File: src/rtl/ppsgen_pkg.sv
package ppsgen_pkg;

  // Control register field positions (decoded by the control module).
  localparam int MODE_LSB = 5;
  localparam int CMD_BIT  = 4;
  localparam int FIELD_W  = 4;
  localparam int TAP_N    = 1 << FIELD_W;

  localparam logic [1:0] ADDR_CTRL    = 2'd0;
  localparam logic [1:0] ADDR_TGT_SEC = 2'd1;
  localparam logic [1:0] ADDR_TGT_SUB = 2'd2;

  typedef enum logic [1:0] {
    TGT_IRQ       = 2'd0,
    TGT_RSVD      = 2'd1,
    TGT_IRQ_PPS   = 2'd2,
    TGT_STARTSTOP = 2'd3
  } tgtMode_e;

  // Strobes and settings from control to datapath.
  typedef struct packed {
    logic [FIELD_W-1:0] freqSel;
    logic               drivePulse;
    logic               runEn;
  } ppsStrobe_t;

endpackage

File: src/rtl/ppsgen_ctrl.sv
module ppsgen_ctrl
  import ppsgen_pkg::*;
#(
  parameter int SEC_W    = 32,
  parameter int SUBSEC_W = 31,
  parameter int DATA_W   = 32
) (
  input  logic                clk,
  input  logic                rstN,
  input  logic                regWrEn,
  input  logic [1:0]          regAddr,
  input  logic [DATA_W-1:0]   regWrData,
  input  logic [SEC_W-1:0]    secIn,
  input  logic [SUBSEC_W-1:0] subIn,
  output ppsStrobe_t          strb,
  output logic                irqOut
);

  tgtMode_e            modeQ;
  logic [FIELD_W-1:0]  freqQ;
  logic [SEC_W-1:0]    tgtSecQ;
  logic [SUBSEC_W-1:0] tgtSubQ;
  logic                armedQ;
  logic                startedQ;

  logic ctrlWr, secWr, subWr;
  logic reached, fire;
  tgtMode_e wrMode;

  assign ctrlWr  = regWrEn && (regAddr == ADDR_CTRL);
  assign secWr   = regWrEn && (regAddr == ADDR_TGT_SEC);
  assign subWr   = regWrEn && (regAddr == ADDR_TGT_SUB);
  assign wrMode  = tgtMode_e'(regWrData[MODE_LSB +: 2]);

  // Lexicographic compare: seconds first, then fraction.
  assign reached = {secIn, subIn} >= {tgtSecQ, tgtSubQ};
  assign fire    = armedQ && reached;

  always_ff @(posedge clk) begin
    if (!rstN) begin
      modeQ    <= TGT_IRQ;
      freqQ    <= '0;
      tgtSecQ  <= '0;
      tgtSubQ  <= '0;
      armedQ   <= 1'b0;
      startedQ <= 1'b0;
      irqOut   <= 1'b0;
    end else begin
      if (ctrlWr) begin
        modeQ <= wrMode;
        if (!regWrData[CMD_BIT]) freqQ <= regWrData[FIELD_W-1:0];
      end
      if (secWr) tgtSecQ <= regWrData[SEC_W-1:0];
      if (subWr) tgtSubQ <= regWrData[SUBSEC_W-1:0];

      if (subWr)     armedQ <= 1'b1;
      else if (fire) armedQ <= 1'b0;

      if (ctrlWr && (wrMode != TGT_STARTSTOP))       startedQ <= 1'b0;
      else if (fire && (modeQ == TGT_STARTSTOP))     startedQ <= !startedQ;

      irqOut <= fire && (modeQ != TGT_STARTSTOP);
    end
  end

  always_comb begin
    strb.freqSel    = freqQ;
    strb.drivePulse = fire && (modeQ == TGT_IRQ_PPS);
    strb.runEn      = (modeQ != TGT_STARTSTOP) || startedQ;
  end

  a_r2_cmd_keeps_freq: assert property (@(posedge clk) disable iff (!rstN)
    (ctrlWr && regWrData[CMD_BIT]) |=> $stable(freqQ));

  a_r5_single_fire: assert property (@(posedge clk) disable iff (!rstN)
    fire |=> (!armedQ || $past(subWr)));

  a_r6_no_irq_mode3: assert property (@(posedge clk) disable iff (!rstN)
    irqOut |-> ($past(modeQ) != TGT_STARTSTOP));

endmodule

File: src/rtl/ppsgen_dp.sv
module ppsgen_dp
  import ppsgen_pkg::*;
#(
  parameter int SEC_W    = 32,
  parameter int SUBSEC_W = 31
) (
  input  logic                clk,
  input  logic                rstN,
  input  ppsStrobe_t          strb,
  input  logic [SEC_W-1:0]    secIn,
  input  logic [SUBSEC_W-1:0] subIn,
  output logic                ppsOut
);

  logic [SEC_W-1:0] prevSecQ;
  logic             primedQ;
  logic             secEdge;
  logic [TAP_N-1:0] taps;
  logic             base;

  assign secEdge = primedQ && (secIn != prevSecQ);

  // Tap 0: one-cycle seconds pulse; tap N: 2^N Hz square wave
  // high in the first half of each period.
  assign taps[0] = secEdge;
  for (genvar n = 1; n < TAP_N; n++) begin : g_tap
    assign taps[n] = ~subIn[SUBSEC_W-1-n];
  end

  assign base = taps[strb.freqSel];

  always_ff @(posedge clk) begin
    if (!rstN) begin
      prevSecQ <= '0;
      primedQ  <= 1'b0;
      ppsOut   <= 1'b0;
    end else begin
      prevSecQ <= secIn;
      primedQ  <= 1'b1;
      ppsOut   <= strb.runEn && (base || strb.drivePulse);
    end
  end

  a_r8_stopped_low: assert property (@(posedge clk) disable iff (!rstN)
    !strb.runEn |=> !ppsOut);

  a_r3_sec_pulse_on_change: assert property (@(posedge clk) disable iff (!rstN)
    (ppsOut && ($past(strb.freqSel) == '0) && !$past(strb.drivePulse))
      |-> ($past(secIn) != $past(secIn, 2)));

endmodule

File: src/rtl/pps_tgt_gen.sv
module pps_tgt_gen
  import ppsgen_pkg::*;
#(
  parameter int SEC_W    = 32,
  parameter int SUBSEC_W = 31,
  parameter int DATA_W   = 32
) (
  input  logic                clk,
  input  logic                rstN,
  input  logic                regWrEn,
  input  logic [1:0]          regAddr,
  input  logic [DATA_W-1:0]   regWrData,
  input  logic [SEC_W-1:0]    secIn,
  input  logic [SUBSEC_W-1:0] subIn,
  output logic                ppsOut,
  output logic                irqOut
);

  ppsStrobe_t strb;

  ppsgen_ctrl #(
    .SEC_W(SEC_W), .SUBSEC_W(SUBSEC_W), .DATA_W(DATA_W)
  ) ctrl_i (
    .clk(clk), .rstN(rstN),
    .regWrEn(regWrEn), .regAddr(regAddr), .regWrData(regWrData),
    .secIn(secIn), .subIn(subIn),
    .strb(strb), .irqOut(irqOut)
  );

  ppsgen_dp #(
    .SEC_W(SEC_W), .SUBSEC_W(SUBSEC_W)
  ) dp_i (
    .clk(clk), .rstN(rstN), .strb(strb),
    .secIn(secIn), .subIn(subIn),
    .ppsOut(ppsOut)
  );

endmodule

File: config.mk
export PLATFORM = sky130hd
export DESIGN_NAME = pps_tgt_gen
export DESIGN_NICKNAME = d
export VERILOG_FILES = /design/src/rtl/ppsgen_pkg.sv /design/src/rtl/ppsgen_ctrl.sv /design/src/rtl/ppsgen_dp.sv /design/src/rtl/pps_tgt_gen.sv
export SDC_FILE = /design/constraint.sdc
export NUM_CORES = 1
export LEC_CHECK = 0
export CAP_MARGIN = 20
export CORE_MARGIN = 5
export CORE_UTILIZATION = 53
export DETAILED_ROUTE_END_ITERATION = 8
export PLACE_DENSITY = 0.83
export SYNTH_ARGS = -nofsm -noshare
export SYNTH_HDL_FRONTEND = slang
export SYNTH_HIERARCHICAL = 1
export SYNTH_SLANG_ARGS = --single-unit
File: constraint.sdc
create_clock -name clk -period 2.81 [get_ports clk]
set_input_delay 0.562 -clock clk [delete_from_list [all_inputs] [get_ports clk]]
set_output_delay 0.562 -clock clk [all_outputs]
set_load 0.02 [all_outputs]
==> out/summary.txt, run 1 <==
Worst Skew = 0.006283 ns
initial antenna violation count = 0
Syn Inst Count = 663
die width = 113.6 µm
CTS buffer count = 9
total internal power = 2301 µW
CP Capture Type = register
routed vias/inst = 5.292
TNS Setup = 0 ns
fin crit period = 2.678 ns
Logic pwr share = 19.4%
PwrDens = 421.3 nW/µm²
first-pass GRT wire length = 23.74 mm
All-Layer GR Usage = 22.95%
P_leak = 0.002904 µW
root buffer cell = clkbuf_8
worst vdd ir = 0.2158 mV
vias in the first global route = 4916
TritonCTS clock tree = done
Synth Register Bits = 106
Final Max Slew Viols = 0
Slew @ Worst Pin = 0.6467 ns
total gr overflow = 0
antenna-violating nets left = 0
period utilization = 95.30%
Crit Path Category = input pin to register
GP Congestion = 0.9095
placed insts = 926
Syn. warnings = 6
Detail Placement HPWL = 11.55 mm
CP max FO = 2
EDFF count, synth = 0
number of library cell types mapped by synthesis = 44
Nets = 965
most common cell after layout, fill and taps aside = nand2_1
Sw Share = 26.25%
net switching power = 819.1 µW
worst min-delay path category = register to register
layout cells sized above 1 = 9.801%
Vias = 4985
commonest non-fill, non-tap cells in the layout = nand2_1 (144), dfxtp_1 (106), clkdlybuf4s50_1 (99), inv_1 (65)
Avg Cell Area, Syn = 8.583 µm²
Seq pwr share = 50.9%
Initial Utilization = 54.63%
Clock Latency Late Sink = 0.38 ns
Clock power frac = 29.7%
Post-synth ARST share = 0%
Power Total = 3120 µW
Avg WL per Cell = 15.54 µm
final setup margin = 0.1321 ns
clock buffer depth = 2
Max Freq = 373.4 MHz
core area = 10420 µm²
H-Tree Depth = 3
crit path DAT = 2.95 ns
Port Buf Inserts = 101
number of DRC markers in iteration 0 = 332
pre-CTS setup slack = -0.3149 ns
fin cells = 942
DRT Wirelength = 14.64 mm
area delta synth->final = 30.15%
status = finished, final reports clean
sequential fraction of the synthesis area = 37.29%
mapped cell area = 5690 µm²
Fill cells = 793
MaxCap Viol Count = 0
Hold Worst Slack = 0.4665 ns
die height = 113.6 µm
pin count of the biggest net entering global routing = 69
setup violators final = 0
First-pass DRT Iterations = 4
hold_buf cts = 0
n_diodes = 0
Sink Count = 106
Rel. slew slack = 56.89%
DRC Markers = 0
clock-pin slew of the registers on the worst-case setup and hold paths = 0.09 ns
final hold violations = 0
Synth Flop Type = dfxtp_1
Worst setup SP type = input pin
# rows = 37
Synthesized Nets = 826
Crit path required time = 3.08 ns
Ports = 102
die area = 12910 µm²
[logic make-up (layout without fill, tap and decap cells)]
family / count (synthesis) / count (layout) / share of synthesized area, %
xor gates and xnor gates: 32 / 32 / 4.925
and+or+nand+nor: 239 / 239 / 20.01
AOI/OAI and AO/OA: 119 / 119 / 14.82
DFF: 106 / 106 / 37.29
adders and majority gates: 63 / 63 / 13.85
buffers and inverters: 92 / 235 / 6.200
muxes: 12 / 12 / 2.902
[metal layers]
metal	wire length (µm)	up-vias	GRT usage, %	share of wire [%]
li1	-	2495	-	-
met1	6453	2330	28.93	44
met2	7060	129	38.87	48
met3	715	31	3.395	4.9
met4	405	0	10.18	2.8
met5	0	-	0	0
[path summary, 6_finish.rpt]
kind	start	to	slack, ns	cells after the start
max	secIn[1]	dp_i/ppsOut$_SDFF_PN0_	0.13	11
min	ctrl_i/tgtSecQ[1]$_SDFFE_PN0P_	ctrl_i/tgtSecQ[1]$_SDFFE_PN0P_	0.47	2
max reg2reg	ctrl_i/tgtSecQ[3]$_SDFFE_PN0P_	dp_i/ppsOut$_SDFF_PN0_	0.36	11
min reg2reg	ctrl_i/tgtSecQ[1]$_SDFFE_PN0P_	ctrl_i/tgtSecQ[1]$_SDFFE_PN0P_	0.47	2
[synthesized netlist by cell type, drive strengths merged, types with 2 or more instances]
master | number | area (µm²)
nand2 | 144 | 540.5
dfxtp | 106 | 2122
inv | 65 | 244.0
a21boi | 63 | 473.0
ha | 63 | 788.3
and2 | 32 | 200.2
xor2 | 32 | 280.3
clkbuf | 26 | 97.59
a21oi | 23 | 122.6
nand4 | 14 | 87.58
nor2b | 10 | 62.56
mux2i | 9 | 90.09
nand3 | 9 | 45.04
nor4 | 9 | 62.56
o21ai | 9 | 45.04
a211oi | 6 | 57.56
nor2 | 6 | 22.52
a21o | 5 | 37.54
a221oi | 3 | 26.28
mux4 | 3 | 75.07
nand3b | 3 | 22.52
nor3 | 3 | 15.01
a31oi | 2 | 12.51
and3b | 2 | 17.52
nor4b | 2 | 23.77
o21a | 2 | 15.01
[sequential cells by signal, summed over array words and instances (netlist names)]
| register | count |
|---|---|
| ctrl_i/armedQ | 1 |
| ctrl_i/freqQ | 4 |
| ctrl_i/irqOut | 1 |
| ctrl_i/modeQ | 2 |
| ctrl_i/startedQ | 1 |
| ctrl_i/tgtSecQ | 32 |
| ctrl_i/tgtSubQ | 31 |
| dp_i/ppsOut | 1 |
| dp_i/prevSecQ | 32 |
| dp_i/primedQ | 1 |
[power groups by stage]
stage	combinational [µW]	sequential [µW]	clock, µW
after floorplan	278	1620	0
after global placement	568	1620	0
after detailed placement	593	1620	0
after CTS	601	1590	950
after global routing	664	1600	1020
final	605	1590	926
[through the flow]
stage	util [%]	instance area (µm²)
detailed placement	68.94	7181
finish	71.10	7406
CTS	70.76	7371
global route	71.10	7406
global placement	68.94	7181
floorplan	-	5690
[area by class of cell]
class	instances	area, µm²	area share [%]
clock inverters	4	53.80	0.7265
repair buffers	155	1439	19.43
clock buffers	11	131.4	1.774
multi-input cells	465	3246	43.82
inverters	65	244.0	3.294
flip-flops and latches	106	2122	28.65
well taps	136	170.2	2.298
[worst max-delay path, cell delays in order]
cell and delay (ns):
clkdlybuf4s50_1 0.44, ha_1 0.33, a21oi_1 0.14, o21ai_0 0.13, a221o_1 0.33, o31a_1 0.27
a211oi_4 0.20, nand2_1 0.11, and4b_1 0.20, a211oi_2 0.15, a21oi_1 0.08
[timing repair]
| item | in CTS | in global routing |
|---|---|---|
| setup buffers | 0 | 1 |
| gates resized for setup | 1 | 6 |
| setup endpoints to repair | 1 | 3 |
| pin swaps | 0 | 5 |
No activity file was read; power rests on OpenSTA's default activity.
==> run 2: changes to the inputs <==
CELL_PAD_IN_SITES_DETAIL_PLACEMENT = 0   (was default)
CELL_PAD_IN_SITES_GLOBAL_PLACEMENT = 1   (was default)
CORE_UTILIZATION = 40   (was 53)
GPL_TIMING_DRIVEN = 0   (was default)
PLACE_DENSITY = 0.84   (was 0.83)
SLEW_MARGIN = 0   (was default)
==> out/summary.txt, run 2 (synthesis gave the netlist of run 1 again) <==
crit path DAT = 2.97 ns (+0.02 ns)
Avg WL per Cell = 15.51 µm (-0.15%)
die area = 16710 µm² (+29%)
Detail Placement HPWL = 12.28 mm (+6.4%)
Worst setup SP type = input pin
All-Layer GR Usage = 18.66% (-4.3 points)
Crit path required time = 3.04 ns (-0.04 ns)
Vias = 4797 (-3.8%)
area delta synth->final = 30.52%
die width = 129.3 µm (+14%)
Reg area = 2122 µm² (unchanged)
Cell Chain, Critical Path = clkdlybuf4s50_1, ha_1, nand4_1, buf_4, buf_4, buf_4, o21ai_2, a211oi_4, nand2_1, and4b_1, a211oi_2, a21oi_1
MaxCap Viol Count = 0 (unchanged)
routed vias/inst = 4.956 (-6.4%)
period utilization = 97.58% (+2.3 points)
Nets = 946 (-2.0%)
setup violators final = 0 (unchanged)
Post-Place Cell Area = 6927 µm² (-3.5%)
n_diodes = 0 (unchanged)
DRT Wirelength = 15.02 mm (+2.6%)
layout cells sized above 1 = 5.838% (-4.0 points)
die height = 129.3 µm (+14%)
Crit Path Category = input pin to register
Slew @ Worst Pin = 0.6084 ns (-0.03826 ns)
final instance area = 7427 µm² (+0.29%)
Worst Skew = 0.004601 ns (-0.001682 ns)
clock-pin slew of the registers on the worst-case setup and hold paths = 0.07 ns (-0.02 ns)
CP most frequent cell = buf_4
initial antenna violation count = 0 (unchanged)
status = finished, final reports clean
CP max FO = 3 (+1)
most common cell after layout, fill and taps aside = nand2_1
clock buffer depth = 2 (unchanged)
Initial Utilization = 40.84% (-14 points)
PwrDens = 457.4 nW/µm² (+8.6%)
First-pass DRT Iterations = 4 (unchanged)
CTS buffer count = 9 (unchanged)
hold_buf cts = 0 (unchanged)
area of the multi-input gates = 3364 µm² (+3.7%)
final hold violations = 0 (unchanged)
total gr overflow = 0 (unchanged)
Max Freq = 364.7 MHz (-2.3%)
first-pass GRT wire length = 24.56 mm (+3.5%)
DRC Markers = 0 (unchanged)
commonest non-fill, non-tap cells in the layout = nand2_1 (144), dfxtp_1 (106), clkdlybuf4s50_1 (71), inv_1 (65), a21boi_0 (63)
Rel. slew slack = 58.87% (+2.0 points)
Worst path slowest cell = clkdlybuf4s50_1
pin count of the biggest net entering global routing = 17 (-75%)
fin crit period = 2.742 ns (+0.06407 ns)
# rows = 43 (+16%)
root buffer cell = clkbuf_16
utilization after layout = 53.30% (-18 points)
P_leak = 0.002913 µW (+0.30%)
core area = 13930 µm² (+34%)
TritonCTS clock tree = done
Sink Count = 106 (unchanged)
TNS Setup = 0 ns (unchanged)
Regs by FF count = ctrl_i/tgtSecQ: 32 flops, dp_i/prevSecQ: 32 flops, ctrl_i/tgtSubQ: 31 flops
Fill cells = 1292 (+63%)
CP peak stage delay = 0.48 ns (+0.04 ns)
worst vdd ir = 0.2990 mV (+39%)
H-Tree Depth = 3 (unchanged)
Ports = 102 (unchanged)
number of DRC markers in iteration 0 = 198 (-40%)
pre-CTS setup slack = -0.6730 ns (-0.3581 ns)
antenna-violating nets left = 0 (unchanged)
Final Max Slew Viols = 0 (unchanged)
CP Capture Type = register
GP Congestion = 0.8239 (-9.4%)
final setup margin = 0.06805 ns (-0.06407 ns)
vias in the first global route = 4979 (+1.3%)
worst min-delay path category = register to register
Port Buf Inserts = 101 (unchanged)
Clock Latency Late Sink = 0.34 ns (-0.04 ns)
-- run 2: repair_timing --
item | 4_1_cts | 5_1_grt
buffers inserted | 5 | 3
pin swaps | 13 | 21
endpoints found under the setup margin | 2 | 3
resized for setup | 25 | 28
-- run 2: worst max-delay path: cells and delay by family --
family / cells / cell delay [ns]
AND/OR/NAND/NOR: 3 / 0.48
adder cells (fa/ha/maj): 1 / 0.35
AO/OA/AOI/OAI: 4 / 0.75
buffers and inverters: 4 / 0.80
-- run 2: per-stage QoR --
step           std cells  hold slack [ns]  total power (µW)
5_1_grt              968           0.4916              3562
4_1_cts              965           0.4668              3413
3_3_place_gp         944           0.4555              2149
6_report             968           0.4630              3397
2_1_floorplan        663           0.4435              1896
3_5_place_dp         944           0.4576              2170
-- run 2: layout make-up --
type,count,area share [%]
buffer,27,1.466
clock buffer,11,3.133
clock inverter,5,0.7412
inverter,65,3.285
multi-input combinational,465,45.30
sequential,106,28.57
tap,180,3.032
timing repair buffer,109,14.47
-- run 2: final timing paths --
check	startpoint	end	slack (ns)	cells after the start
hold / removal	ctrl_i/tgtSecQ[3]$_SDFFE_PN0P_	ctrl_i/tgtSecQ[3]$_SDFFE_PN0P_	0.46	2
setup reg to reg	ctrl_i/tgtSecQ[10]$_SDFFE_PN0P_	dp_i/ppsOut$_SDFF_PN0_	0.19	11
hold reg to reg	ctrl_i/tgtSecQ[3]$_SDFFE_PN0P_	ctrl_i/tgtSecQ[3]$_SDFFE_PN0P_	0.46	2
setup / recovery	secIn[26]	dp_i/ppsOut$_SDFF_PN0_	0.07	12
-- run 2: metal layers --
layer | track usage [%] | vias to the layer above | wire, µm
met5 | 0 | - | 0
met4 | 6.609 | 0 | 358
met3 | 3.050 | 27 | 451
met2 | 32.71 | 77 | 7416
met1 | 23.13 | 2240 | 6790
li1 | - | 2453 | -
-- run 2: power breakdown --
part           total (µW)  switching (µW)  internal [µW]
combinational         561             271            290
sequential           1590            29.4           1560
clock                1250             557            689
total                3400             857           2540
